### src/rtl/ecclog_pkg.sv
`timescale 1ns/1ps
package ecclog_pkg;
    // Per-class tracker state; bit 0 = first flag, bit 1 = overrun flag
    typedef enum logic [1:0] {
        TRK_CLEAR  = 2'b00,
        TRK_FIRST  = 2'b01,
        TRK_BOTH   = 2'b11,
        TRK_SECOND = 2'b10
    } trk_state_e;

    localparam logic [11:0] OFF_UE_BASE = 12'h180;
    localparam logic [11:0] OFF_CE_BASE = 12'h190;
    localparam logic [11:0] OFF_ID      = 12'h1A0;
    localparam logic [11:0] OFF_STAT    = 12'h210;
    localparam logic [11:0] OFF_ACK     = 12'h218;
    localparam logic [11:0] OFF_MASK    = 12'h220;

    localparam int EVT_LSB   = 3;   // status bit of the CE first flag
    localparam int NUM_EVT   = 4;   // CE first, CE second, UE first, UE second
    localparam int SYND_LSB  = 8;
    localparam int CEID_LSB  = 16;
endpackage

### src/rtl/ecclog_tracker.sv
`timescale 1ns/1ps
module ecclog_tracker
    import ecclog_pkg::*;
#(
    parameter int ADDR_W = 36,
    parameter int DATA_W = 64,
    parameter int SYND_W = 8,
    parameter int ID_W   = 13
) (
    input  logic              clk,
    input  logic              rst_n,
    input  logic              evt,
    input  logic              ack_first,
    input  logic              ack_second,
    input  logic [ADDR_W-1:0] in_addr,
    input  logic [DATA_W-1:0] in_data,
    input  logic [SYND_W-1:0] in_synd,
    input  logic [ID_W-1:0]   in_id,
    output logic              flag_first,
    output logic              flag_second,
    output logic [ADDR_W-1:0] log_addr,
    output logic [DATA_W-1:0] log_data,
    output logic [SYND_W-1:0] log_synd,
    output logic [ID_W-1:0]   log_id
);
    trk_state_e state_q, state_d;
    logic       load;

    always_ff @(posedge clk) begin
        if (!rst_n) state_q <= TRK_CLEAR;
        else        state_q <= state_d;
    end

    always_comb begin
        state_d = state_q;
        load    = 1'b0;
        unique case (state_q)
            TRK_CLEAR: begin
                load    = evt;
                state_d = evt ? TRK_FIRST : TRK_CLEAR;
            end
            TRK_FIRST:  state_d = trk_state_e'({evt, ~ack_first});
            TRK_BOTH:   state_d = trk_state_e'({evt | ~ack_second, ~ack_first});
            TRK_SECOND: begin
                load    = evt;
                state_d = trk_state_e'({~ack_second, evt});
            end
        endcase
    end

    always_comb begin
        flag_first  = (state_q == TRK_FIRST) || (state_q == TRK_BOTH);
        flag_second = (state_q == TRK_BOTH)  || (state_q == TRK_SECOND);
    end

    always_ff @(posedge clk) begin
        if (!rst_n) begin
            log_addr <= '0;
            log_data <= '0;
            log_synd <= '0;
            log_id   <= '0;
        end else if (load) begin
            log_addr <= in_addr;
            log_data <= in_data;
            log_synd <= in_synd;
            log_id   <= in_id;
        end
    end
endmodule

### src/rtl/ecclog_readmux.sv
`timescale 1ns/1ps
module ecclog_readmux
    import ecclog_pkg::*;
#(
    parameter int ADDR_W = 36,
    parameter int DATA_W = 64,
    parameter int SYND_W = 8,
    parameter int ID_W   = 13
) (
    input  logic [11:0]         reg_addr,
    input  logic [ADDR_W-1:0]   ce_addr,
    input  logic [DATA_W-1:0]   ce_data,
    input  logic [SYND_W-1:0]   ce_synd,
    input  logic [ID_W-1:0]     ce_id,
    input  logic [ADDR_W-1:0]   ue_addr,
    input  logic [DATA_W-1:0]   ue_data,
    input  logic [SYND_W-1:0]   ue_synd,
    input  logic [ID_W-1:0]     ue_id,
    input  logic [NUM_EVT-1:0]  status,
    input  logic [NUM_EVT-1:0]  mask,
    output logic [31:0]         rdata
);
    localparam int AHI_W = ADDR_W - 32;

    logic [31:0] ce_hi_word, ue_hi_word, id_word, stat_word, mask_word;

    always_comb begin
        ce_hi_word = '0;
        ce_hi_word[AHI_W-1:0]            = ce_addr[ADDR_W-1:32];
        ce_hi_word[SYND_LSB +: SYND_W]   = ce_synd;
        ue_hi_word = '0;
        ue_hi_word[AHI_W-1:0]            = ue_addr[ADDR_W-1:32];
        ue_hi_word[SYND_LSB +: SYND_W]   = ue_synd;
        id_word = '0;
        id_word[CEID_LSB +: ID_W]        = ce_id;
        id_word[ID_W-1:0]                = ue_id;
        stat_word = '0;
        stat_word[EVT_LSB +: NUM_EVT]    = status;
        mask_word = '0;
        mask_word[EVT_LSB +: NUM_EVT]    = mask;
    end

    always_comb begin
        case (reg_addr)
            OFF_UE_BASE:         rdata = ue_addr[31:0];
            OFF_UE_BASE + 12'h4: rdata = ue_hi_word;
            OFF_UE_BASE + 12'h8: rdata = ue_data[31:0];
            OFF_UE_BASE + 12'hC: rdata = ue_data[63:32];
            OFF_CE_BASE:         rdata = ce_addr[31:0];
            OFF_CE_BASE + 12'h4: rdata = ce_hi_word;
            OFF_CE_BASE + 12'h8: rdata = ce_data[31:0];
            OFF_CE_BASE + 12'hC: rdata = ce_data[63:32];
            OFF_ID:              rdata = id_word;
            OFF_STAT:            rdata = stat_word;
            OFF_MASK:            rdata = mask_word;
            default:             rdata = '0;
        endcase
    end
endmodule

### src/rtl/ecc_err_logger.sv
`timescale 1ns/1ps
module ecc_err_logger
    import ecclog_pkg::*;
#(
    parameter int ADDR_W = 36,
    parameter int DATA_W = 64,
    parameter int SYND_W = 8,
    parameter int ID_W   = 13
) (
    input  logic              clk,
    input  logic              rst_n,
    input  logic              rpt_ce,
    input  logic              rpt_ue,
    input  logic [ADDR_W-1:0] rpt_addr,
    input  logic [DATA_W-1:0] rpt_data,
    input  logic [SYND_W-1:0] rpt_synd,
    input  logic [ID_W-1:0]   rpt_id,
    input  logic              reg_we,
    input  logic [11:0]       reg_addr,
    input  logic [31:0]       reg_wdata,
    output logic [31:0]       reg_rdata,
    output logic              irq
);
    localparam int NUM_CLS = 2;   // class 0 = CE, class 1 = UE

    logic [NUM_EVT-1:0] ack_vec;
    logic [NUM_EVT-1:0] status;
    logic [NUM_EVT-1:0] mask_q;
    logic [NUM_CLS-1:0] evt_vec;
    logic [ADDR_W-1:0]  log_addr [NUM_CLS];
    logic [DATA_W-1:0]  log_data [NUM_CLS];
    logic [SYND_W-1:0]  log_synd [NUM_CLS];
    logic [ID_W-1:0]    log_id   [NUM_CLS];
    logic               unused_wbits;

    assign unused_wbits = ^{reg_wdata[31:EVT_LSB+NUM_EVT], reg_wdata[EVT_LSB-1:0]};
    assign evt_vec = {rpt_ue, rpt_ce};
    assign ack_vec = (reg_we && reg_addr == OFF_ACK) ? reg_wdata[EVT_LSB +: NUM_EVT] : '0;

    for (genvar c = 0; c < NUM_CLS; c++) begin : g_cls
        ecclog_tracker #(
            .ADDR_W(ADDR_W), .DATA_W(DATA_W), .SYND_W(SYND_W), .ID_W(ID_W)
        ) u_trk (
            .clk        (clk),
            .rst_n      (rst_n),
            .evt        (evt_vec[c]),
            .ack_first  (ack_vec[2*c]),
            .ack_second (ack_vec[2*c+1]),
            .in_addr    (rpt_addr),
            .in_data    (rpt_data),
            .in_synd    (rpt_synd),
            .in_id      (rpt_id),
            .flag_first (status[2*c]),
            .flag_second(status[2*c+1]),
            .log_addr   (log_addr[c]),
            .log_data   (log_data[c]),
            .log_synd   (log_synd[c]),
            .log_id     (log_id[c])
        );
    end

    always_ff @(posedge clk) begin
        if (!rst_n)                            mask_q <= '1;
        else if (reg_we && reg_addr == OFF_MASK) mask_q <= reg_wdata[EVT_LSB +: NUM_EVT];
    end

    always_ff @(posedge clk) begin
        if (!rst_n) irq <= 1'b0;
        else        irq <= |(status & ~mask_q);
    end

    ecclog_readmux #(
        .ADDR_W(ADDR_W), .DATA_W(DATA_W), .SYND_W(SYND_W), .ID_W(ID_W)
    ) u_rd (
        .reg_addr(reg_addr),
        .ce_addr (log_addr[0]),
        .ce_data (log_data[0]),
        .ce_synd (log_synd[0]),
        .ce_id   (log_id[0]),
        .ue_addr (log_addr[1]),
        .ue_data (log_data[1]),
        .ue_synd (log_synd[1]),
        .ue_id   (log_id[1]),
        .status  (status),
        .mask    (mask_q),
        .rdata   (reg_rdata)
    );
endmodule

### config.mk
export PLATFORM = sky130hd
export DESIGN_NAME = ecc_err_logger
export DESIGN_NICKNAME = d
export VERILOG_FILES = /design/src/rtl/ecclog_pkg.sv /design/src/rtl/ecclog_tracker.sv /design/src/rtl/ecclog_readmux.sv /design/src/rtl/ecc_err_logger.sv
export SDC_FILE = /design/constraint.sdc
export NUM_CORES = 1
export LEC_CHECK = 0
export ABC_AREA = 1
export ABC_CLOCK_PERIOD_IN_PS = 2490
export BUFFER_PORTS_ARGS = -buffer_cell sky130_fd_sc_hd__buf_2
export CORE_MARGIN = 1.5
export CORE_UTILIZATION = 50
export CTS_BUF_LIST = sky130_fd_sc_hd__clkbuf_4 sky130_fd_sc_hd__clkbuf_8
export DETAILED_ROUTE_END_ITERATION = 16
export PLACE_DENSITY = 0.77
export SETUP_SLACK_MARGIN = 0.02
export SLEW_MARGIN = 30
export SYNTH_ARGS = -nofsm -noshare
export SYNTH_HDL_FRONTEND = slang
export SYNTH_SLANG_ARGS = --single-unit
### constraint.sdc
create_clock -name clk -period 2.49 [get_ports clk]
set_clock_uncertainty 0.05 [all_clocks]
set_input_delay 0.3735 -clock clk [delete_from_list [all_inputs] [get_ports clk]]
set_output_delay 0.3735 -clock clk [all_outputs]
set_load 0.1 [all_outputs]
Word level (Yosys, flattened, before mapping)
Cells that the tools add are included.
- output and inout bits: 33
- logic and storage cells: 57
- bits of input ports: 170
- flip-flop bits (word level): 251
- equal/unequal tests: 18
- multiplexer cells: 8
- reduce and logical (&&, ||, !) cells: 11
- bitwise operators: 8
- operators by type and width (kind ; number):
    32-bit case mux with 11 select lines ; 1
    12-bit by 9-bit equality test with 1-bit output, second input constant ; 9
    12-bit by 10-bit equality test with 1-bit output, second input constant ; 3
    2-bit case mux with 4 select lines ; 2
    2-bit equality test, second input constant ; 4
    4-bit bitwise AND ; 1
    2-bit by 1-bit equality test with 1-bit output, second input constant ; 2
    2-bit zero test ; 2
    1-bit logical OR ; 4
    1-bit two-way mux ; 4
    4-bit two-way mux ; 1
    1-bit NOT ; 4
    4-bit NOT ; 1
    2-bit OR reduction ; 2
    4-bit OR reduction ; 1
    1-bit logical AND ; 2
    1-bit OR ; 2

Logic depth before layout (Yosys ltp)
- word-level depth: 6
- gate-level depth with buffers: 10
- gate-level depth less buffers: 10

By module
From an unflattened synthesis, not the netlist that was laid out.
- cell total of the unflattened synthesis: 2193
- area total of the unflattened synthesis: 13255.2 um^2
- modules (own cells, without submodules) (module ; cells each ; seq. area each (um^2) ; area an instance (um^2) ; instances):
    ecclog_tracker ; 796 ; 2462.4 ; 5242.5 ; 2
    ecclog_readmux ; 552 ; 0.0 ; 2439.8 ; 1
    ecc_err_logger ; 49 ; 100.1 ; 330.3 ; 1

Least setup slack after synthesis
Ideal clock, no wire load.
- path type: input to output
- from: in reg_addr[5]
- to: out reg_rdata[6]
- stages: 9
- slack: 163 ps
- arrival time: 1904 ps
- path buffers: 2
- required time: 2067 ps
- path through: inv_1 -> nand2_1 -> nor2_1 -> buf_2 -> buf_2 -> nand3_1 -> nand2_1 -> nor2_1 -> nand3_1
- cells in the longest elaborated chain, start to end: 2
- elaborated cells on any way between the ends: 12
- classes of those cells: 11 x eq/ne; 1 x mux
- RTL lines (item ; RTL line ; text):
    start: declaration ; ecc_err_logger.sv:19 ; input logic [11:0] reg_addr,
    12-bit by 10-bit equality test with 1-bit output or 12-bit by 9-bit equality test with 1-bit output (tied branches) ; ecclog_readmux.sv:44 ; case (reg_addr)
    32-bit case mux with 11 select lines (*) ; ecclog_readmux.sv:44 ;
    end: declaration ; ecc_err_logger.sv:21 ; output logic [31:0] reg_rdata,
Mark *: on every way between the ends. The rest lies on a longest branch, timed or not.

Final worst setup path
- from: in reg_addr[10]
- to: out reg_rdata[19]
The elaborated chain is that of the path after synthesis.

==> key figures <==
Power
  • Sequential power share: 49.8%
  • PD cells: 670 mW/mm2
  • Worst VDD drop: 0.348 mV
  • Sw Ratio: 26.3%
  • Design Power: 9.09 mW
  • Internal power: 6.70 mW
  • LEAKAGE: 6.22 nW
  • Switching power: 2.39 mW
  • Combinational power share: 10.8%
  • Clk pwr share: 39.5%

Synth
  • Post-synthesis mux area share: 0%
  • Post-synth top area cell: dfxtp_1
  • Top-area cell type share of the netlist area: 45.3%
  • Compound-Gate Fraction of Synth Area: 12.9%
  • Netlist cell types: 21
  • Simple-Gate Fraction of Synth Area: 34.6%
  • Cells after Synth: 1671
  • FF+latch count, synth: 251
  • Avg Cell Area, Syn: 6.64 um2
  • Adder-cell share of the synthesized area: 0%
  • YS warnings: 0
  • Main combinational cell family by area after synthesis: simple AND/OR/NAND/NOR gates
  • Post-Synth XOR/XNOR Area: 0%
  • Mapped Nets: 1841
  • Sequential share of the synthesized area: 45.3%
  • Mapped cell area: 0.0111 mm2
  • Synth area leaders: dfxtp_1 45%, nor2_1 18%, o21ai_0 11%

Clock tree
  • CTS tree: built
  • CTS Buffer Depth: 3
  • Worst-Skew Late Latency: 0.53 ns
  • Root Driver: clkbuf_8
  • Clock transition at path regs: 0.06 ns
  • CTS H-tree lvls: 2
  • CTS sink cnt: 251
  • Post-CTS Hold Buffers: 0
  • Number of buffers created by CTS: 40

Floorplan
  • Starting Density: 50.8%
  • Row cnt: 54
  • Core ar.: 0.0218 mm2
  • Die width: 152 um
  • Die span in y: 152 um
  • # IOs: 203
  • Total Die Area: 0.0231 mm2

Hold path
  • Worst hold path depth: 3
  • Type of the most critical hold path: input pin to flop
  • Min-Delay Startpoint: reg_wdata[5]
  • Worst Hold Path EP: mask_q[2]$_SDFFE_PN1P_

GRT
  • Remaining Overflow, GRT: 0
  • First-pass GRT wire length: 54.3 mm
  • Vias in the first global route: 10400
  • Largest net degree at the start of global routing: 133
  • Total GRT Usage: 29.2%
  • Initial antenna violation count: 5

Critical path
  • Worst Reg-to-Reg Cells: 6
  • Reg-to-Reg End: g_cls[0].u_trk.log_data[42]$_SDFFE_PN0P_
  • Worst setup path class: input pin to primary output
  • Critical path's slowest cell: nor2_1
  • Worst path arrival time: 1.96 ns
  • Slack of the worst reg-to-reg path: 0.83 ns
  • CP max stage delay: 0.27 ns
  • Crit end category: primary output
  • Worst path bufs/invs: 5
  • Startpoint types: input pin
  • Worst R2R Start: g_cls[0].u_trk.state_q[0]$_SDFF_PN0_
  • Critical Path, Cell by Cell: buf_2, inv_1, nand2_1, nor2_4, buf_4, nand2_2, nor2_4, buf_12, nand2_1, nand2_1, nor2_1, nand2_1, buf_12
  • CP max FO: 15
  • CP required: 2.07 ns
  • CP most frequent cell: nand2_1
  • Cell family with most CP delay: simple AND/OR/NAND/NOR gates

STA
  • Minimum clock period: 2.38 ns
  • Slew margin rel.: 62.4%
  • # setup viols final: 0
  • Final setup margin: 0.110 ns
  • Pins Over Slew Limit: 0
  • Final Hold Fails: 0
  • RSZ-0062 raised after global routing: no
  • Fmax: 0.420 GHz
  • Slew @ Worst Pin: 0.564 ns
  • Hold slack: 0.0217 ns
  • Period utilisation layout: 95.6%
  • Setup_tns: 0 ns

Placed design
  • Placer Congestion: 0.892
  • Place WS: 0.0851 ns
  • Dpl hpwl: 23.3 mm
  • Placed Cells: 2051
  • Placed Area: 0.0127 mm2
  • IO buf count: 174

Layout
  • Core Util, Final: 62.1%
  • Layout Cells excl Fill: 2123
  • Ratio of cells with drive above 1 in the final layout: 16.7%
  • Area delta synth->final: 22.3%
  • Final instance area: 0.0136 mm2
  • Fin nets: 1983

Routing
  • DRT iter0 DRCs: 1227
  • # DRC: 0
  • Vias per cell: 5.34
  • WL final: 34.6 mm
  • Via count: 11300
  • 1st-pass router iterations: 5
  • Antenna Nets Post-Route: 0
  • Routed wire per std cell: 16.3 um

Run status
  • Outcome: complete, no violations

Run
  • Maxcap violations: 0
-- cells in the mapped netlist --
cell	count
buf_1	1
nand2_1	257
nand3b_1	1
buf_2	36
nor2_4	7
nor2_1	534
nand4_1	3
inv_1	65
clkbuf_1	62
o211ai_1	2
a21oi_1	33
buf_6	6
nor2_2	3
o21ai_1	5
nand2_2	4
inv_2	7
buf_4	5
dfxtp_1	251
o21ai_0	244
nand3_1	144
a211oi_1	1
-- placed cells by master, fill, tap and decap left out, types with 15 or more instances in the layout --
cell / n
nor2_1: 531
nand2_1: 254
dfxtp_1: 251
o21ai_0: 243
nand3_1: 144
buf_2: 141
inv_1: 63
clkbuf_8: 49
buf_12: 45
a21oi_1: 33
buf_4: 24
clkbuf_4: 15
-- area by class of cell --
type / instances / area (um2)
sequential: 251 / 5020
tap: 280 / 350
timing repair buffer: 210 / 1790
antenna: 4 / 10.0
clock inverter: 4 / 26.3
clock buffer: 64 / 787
inverter: 72 / 272
fill: 1956 / 8260
multi-input combinational: 1238 / 5300
-- registers in the layout (all words and copies together) (netlist names) --
register              count
mask_q                    4
g_cls.u_trk.log_addr     72
g_cls.u_trk.state_q       4
g_cls.u_trk.log_id       26
irq                       1
g_cls.u_trk.log_data    128
g_cls.u_trk.log_synd     16
-- power by group through the flow --
stage          clock network [mW]  registers (mW)  logic (mW)
3_3_place_gp                    0            4.59       0.930
5_1_grt                      3.81            4.56        1.10
2_1_floorplan                   0            4.56       0.636
6_report                     3.59            4.52       0.978
3_5_place_dp                    0            4.60       0.960
4_1_cts                      3.63            4.52       0.965
-- kinds of logic (layout without fill, tap and decap cells) --
logic type,count (synthesis),after routing
buf+inv,182,350
flops,251,251
other cells,0,4
simple gates,953,953
compound gates,285,285
-- tightest hold or removal path: stages --
cell and delay (ns):
buf_2 0.09, nand2_1 0.05, nand3_1 0.06
-- how the worst max path moves through the flow --
stage,startpoint,endpoint,slack [ns],cells after the start
after CTS,reg_addr[8],reg_rdata[31],0.07,10
after global placement,reg_addr[1],reg_rdata[31],0.10,9
after detailed placement,reg_addr[8],reg_rdata[31],0.09,10
after floorplan,reg_addr[5],reg_rdata[6],0.16,9
final,reg_addr[10],reg_rdata[19],0.11,13
after global routing,reg_addr[8],reg_rdata[2],0.04,11
-- layer usage --
metal  vias up  track usage, %  wire length [um]
met3        87            5.59              3450
met4         0            12.8              1250
met2       551            42.3             14700
li1       5609               -                 -
met5         -               0                 0
met1      5096            42.0             15200
-- timing repair --
| action | in CTS | in global routing |
|---|---|---|
| endpoints found under the setup margin | 0 | 4 |
| gates resized for setup | 0 | 4 |
| buffers inserted | 0 | 0 |
Power figures use the tool's default switching activity.
